**config.mk**
```make
export PLATFORM = sky130hd
export DESIGN_NAME = i2c_ctl_seq
export DESIGN_NICKNAME = d
export VERILOG_FILES = /design/src/rtl/i2c_ctl_seq.sv
export SDC_FILE = /design/constraint.sdc
export NUM_CORES = 1
export LEC_CHECK = 0
export BUFFER_PORTS_ARGS = -buffer_cell sky130_fd_sc_hd__buf_4
export CAP_MARGIN = 20
export CORE_MARGIN = 3
export CORE_UTILIZATION = 45
export DETAILED_ROUTE_END_ITERATION = 16
export PLACE_DENSITY = 0.81
export SKIP_LAST_GASP = 1
export SLEW_MARGIN = 5
export SYNTH_ARGS = -nofsm -noshare
export SYNTH_HDL_FRONTEND = slang
export SYNTH_SLANG_ARGS = --single-unit
export TNS_END_PERCENT = 5
```
**constraint.sdc**
```tcl
create_clock -name clk -period 1.6 [get_ports clk]
set_input_delay 0.32 -clock clk [delete_from_list [all_inputs] [get_ports clk]]
set_output_delay 0.32 -clock clk [all_outputs]
set_load 0.01 [all_outputs]
```
**src/rtl/i2c_ctl_seq.sv**
```systemverilog
module i2c_ctl_seq (
  input  logic       clk,
  input  logic       rst_n,
  input  logic       cpu_wr,
  input  logic [7:2] cpu_wdata,
  output logic [7:0] ctl_rdata,
  output logic [7:0] state_code,
  output logic       irq,
  input  logic       is_master,
  input  logic       gc_enable,
  input  logic       ev_valid,
  input  logic [7:0] ev_code,
  input  logic [1:0] rx_kind,
  input  logic       slave_tx,
  output logic       ack_drive,
  output logic       last_byte,
  output logic       start_req,
  output logic       stop_req,
  input  logic       eng_done,
  output logic       scl_hold
);
  localparam logic [7:0] IDLE_CODE = 8'hF8;
  localparam logic [1:0] PH_IDLE = 2'd0, PH_STOP = 2'd1, PH_START = 2'd2;
  localparam logic [1:0] RX_ADDR = 2'd1, RX_GCALL = 2'd2, RX_DATA = 2'd3;

  logic       ien, enab, sta, stp, iflg, aak;
  logic [1:0] ph;

  always_ff @(posedge clk) begin
    if (!rst_n) begin
      {ien, enab, sta, stp, iflg, aak} <= '0;
      state_code <= IDLE_CODE;
      ph <= PH_IDLE;
    end else begin
      if (cpu_wr) begin
        ien  <= cpu_wdata[7];
        enab <= cpu_wdata[6];
        sta  <= cpu_wdata[5];
        aak  <= cpu_wdata[2];
        if (cpu_wdata[4]) stp <= 1'b1;
        if (!cpu_wdata[3]) iflg <= 1'b0;
      end
      if (enab && ev_valid) begin
        state_code <= ev_code;
        if (ev_code != IDLE_CODE) iflg <= 1'b1;
      end
      if (!enab) ph <= PH_IDLE;
      else begin
        case (ph)
          PH_IDLE:
            if (!iflg) begin
              if (stp) begin
                if (is_master) ph <= PH_STOP;
                else begin
                  stp <= 1'b0;
                  state_code <= IDLE_CODE;
                end
              end else if (sta) ph <= PH_START;
            end
          PH_STOP:
            if (eng_done) begin
              stp <= 1'b0;
              state_code <= IDLE_CODE;
              ph <= PH_IDLE;
            end
          PH_START:
            if (eng_done) begin
              sta <= 1'b0;
              ph <= PH_IDLE;
            end
          default: ph <= PH_IDLE;
        endcase
      end
    end
  end

  assign ctl_rdata = {ien, enab, sta, stp, iflg, aak, 2'b00};
  assign irq       = ien & iflg;
  assign scl_hold  = enab & iflg;
  assign stop_req  = (ph == PH_STOP);
  assign start_req = (ph == PH_START);
  assign ack_drive = enab & aak & ((rx_kind == RX_ADDR) | (rx_kind == RX_DATA) |
                                   ((rx_kind == RX_GCALL) & gc_enable));
  assign last_byte = enab & slave_tx & ~aak;

  assert_flag_on_event_R4: assert property (@(posedge clk) disable iff (!rst_n)
    (enab && ev_valid && ev_code != IDLE_CODE) |=> (ctl_rdata[3] && scl_hold));
  assert_quiet_when_off_R5: assert property (@(posedge clk) disable iff (!rst_n)
    (!enab && !cpu_wr) |=> (!start_req && !stop_req && !scl_hold));
  assert_stop_held_R7: assert property (@(posedge clk) disable iff (!rst_n)
    (stop_req && !eng_done && enab) |=> stop_req);
  assert_slave_no_stop_R8: assert property (@(posedge clk) disable iff (!rst_n)
    $rose(stop_req) |-> $past(is_master));
  assert_stop_first_R9: assert property (@(posedge clk) disable iff (!rst_n)
    start_req |-> (!ctl_rdata[4] && !stop_req));
  assert_stp_sticky_R10: assert property (@(posedge clk) disable iff (!rst_n)
    (stop_req && !eng_done && enab) |=> ctl_rdata[4]);
  assert_wait_on_flag_R13: assert property (@(posedge clk) disable iff (!rst_n)
    (iflg && !start_req && !stop_req) |=> (!$rose(start_req) && !$rose(stop_req)));
endmodule

```
==> metrics.yaml <==
outcome: "completed"
path_cells: "inv_1 > ha_1 > and4bb_4 > o31ai_4 > a32oi_1"
min_period_over_period: 0.897
ios: 46
die_w_um: 51.8
critical_path.max_stage_delay_ns: 0.37
clk_latency_ns: 0.28
crit_slowest_cell: "dfxtp_1"
grt-ovfl-total: 0
area_growth_pct: 35.3
n_antenna_cell: 0
gp_congestion: 0.791
final_common_cell: "buf_4"
clock_sink_count: 16
drt_first_pass_iters: 4
fp.dieH_um: 51.8
cp_data_arrival_time_ns: 1.59
initial_core_util: 0.509
fin_crit_ns: 1.44
power_density_nw_per_um2: 620
yosysWarnings: 0
critical_path_class: "flop to flop"
dpl.hpwl_mm: 1.69
dp_cells: 161
cts_resized: 0
hold_violations: 0
drive_above_1_share: 0.446
fmax_mhz: 697
timing.reg2reg.setup_slack_ns: 0.16
worst_clock_skew_ns: 0.00450
synth_cell_types: 36
fin_nets: 168
ant_nets: 0
irDropWorstVdd_mv: 0.460
antenna_found_initial: 0
fin_total_pwr_mw: 0.794
whs_ns: 0.260
finalWirelength_mm: 2.11
vias: 840
syn_area_um2: 946
cp.required_ns: 1.75
seq_area_frac_synth: 0.339
grt_first_pass_wirelength_mm: 3.34
vias_per_cell: 5.12
fin_setup_tns_ns: 0
setup_violations: 0
drc: 0
grt_usage: 0.163
post_cts_buffers: 0
holdBufCountCts: 0
hold_class: "input port to flop"
initialDrtViolationCount: 21
cts_root_buffer: "clkbuf_4"
endpoint_kind: "flop"
cp_num_buf_inv: 1
cp-start-kind: "flop"
synth-seq-cells: 16
clk_pin_slew_ns: 0.09
fp-row-count: 15
layout_common_cells: "buf_4, dfxtp_1, inv_1, nor2b_1, mux2i_1"
cp_max_fo: 4
setup_ws_ns: 0.164
fillers: 152
cts_tree: "built"
grt_pass1_vias: 757
avgSynthCellArea_um2: 9.46
syn_inst: 100
pre_cts_ws_ns: 0.114
final_max_slew_viol_count: 0
clk_path_buf_depth: 2
cts_made_buffers: 3
die_area_um2: 2690
grt_max_degree: 20
rsz0062_at_grt: "false"
crit_family: "compound AO/OA/AOI/OAI gates"
core_area_um2: 1860
h-tree-depth: 1
fin_cells: 164
p_leak_nw: 0.595
port_buffers: 43
wl_per_cell_um: 12.9
max_cap_viol_count: 0
## Yosys cell counts
cell / instances / share of area
o21bai_1: 1 / 0.0079
nand4_1: 2 / 0.013
and2_2: 2 / 0.016
conb_1: 1 / 0.0040
o221a_4: 1 / 0.021
o21ai_0: 3 / 0.016
a32oi_1: 4 / 0.037
mux2i_1: 7 / 0.074
nor2_1: 3 / 0.012
mux2_2: 1 / 0.012
and2b_2: 1 / 0.0093
inv_1: 8 / 0.032
or2_2: 1 / 0.0066
and2_1: 1 / 0.0066
nand3_1: 1 / 0.0053
a31oi_1: 2 / 0.013
nor3b_2: 4 / 0.053
nand3b_1: 1 / 0.0079
o31ai_4: 1 / 0.022
or4b_1: 1 / 0.011
clkbuf_1: 1 / 0.0040
a21oi_1: 2 / 0.011
a21boi_0: 1 / 0.0079
nand2_1: 5 / 0.020
and4bb_4: 1 / 0.017
nor2b_1: 8 / 0.053
ha_1: 3 / 0.040
nand2b_1: 1 / 0.0066
dfxtp_1: 16 / 0.34
nor3_1: 1 / 0.0053
buf_4: 8 / 0.063
buf_2: 2 / 0.011
nor3b_1: 1 / 0.0079
a311oi_1: 2 / 0.019
a211oi_1: 1 / 0.0079
a41oi_1: 1 / 0.0093
## state kept, by name, summed over array words and instances (netlist names)
register / flops
state_code: 8
aak: 1
iflg: 1
sta: 1
ien: 1
stp: 1
ph: 2
enab: 1
## final cells by class
type,count,area (µm²),area share
Inverter,8,30.0,0.0235
Timing Repair Buffer,46,345,0.270
Tap cell,25,31.3,0.0244
Sequential cell,16,320,0.250
Multi-Input combinational cell,66,531,0.414
Clock buffer,3,22.5,0.0176
## power breakdown
part           switching, mW  internal [mW]
combinational         0.0716         0.0964
clock                  0.112         0.0872
sequential            0.0137          0.414
total                  0.197          0.597
## through the flow
| step | cell area (µm²) | utilization |
|---|---|---|
| finish | 1280 | 0.689 |
| global route | 1280 | 0.689 |
| CTS | 1270 | 0.686 |
| detailed placement | 1250 | 0.674 |
| global placement | 1250 | 0.674 |
| floorplan | 950 | - |
## cell families (layout without fill, tap and decap cells)
kind of cell | count (synthesis) | after routing | synth area share
fa+ha+maj | 3 | 3 | 0.0397
mux | 8 | 8 | 0.0860
other cells | 1 | 2 | 0.00396
simple gates | 34 | 34 | 0.250
buf+inv | 19 | 57 | 0.110
flops | 16 | 16 | 0.339
compound gates | 19 | 19 | 0.172
## metal layers
metal	vias up	GRT usage	part of all wire
met5	-	0	0
met4	0	0.0393	0.0057
met3	2	0.0544	0.097
met2	43	0.295	0.50
met1	369	0.182	0.39
li1	426	-	-
## final timing paths
path                            startpoint                        to  cells after the start
hold reg to reg   state_code[3]$_SDFF_PN1_  state_code[3]$_SDFF_PN1_                      2
setup / recovery        ph[0]$_SDFFE_PN0P_  state_code[6]$_SDFF_PN1_                      5
setup reg to reg        ph[0]$_SDFFE_PN0P_  state_code[6]$_SDFF_PN1_                      5
hold / removal                    eng_done            sta$_SDFF_PN0_                      2
(Power assumes the default switching activity.)
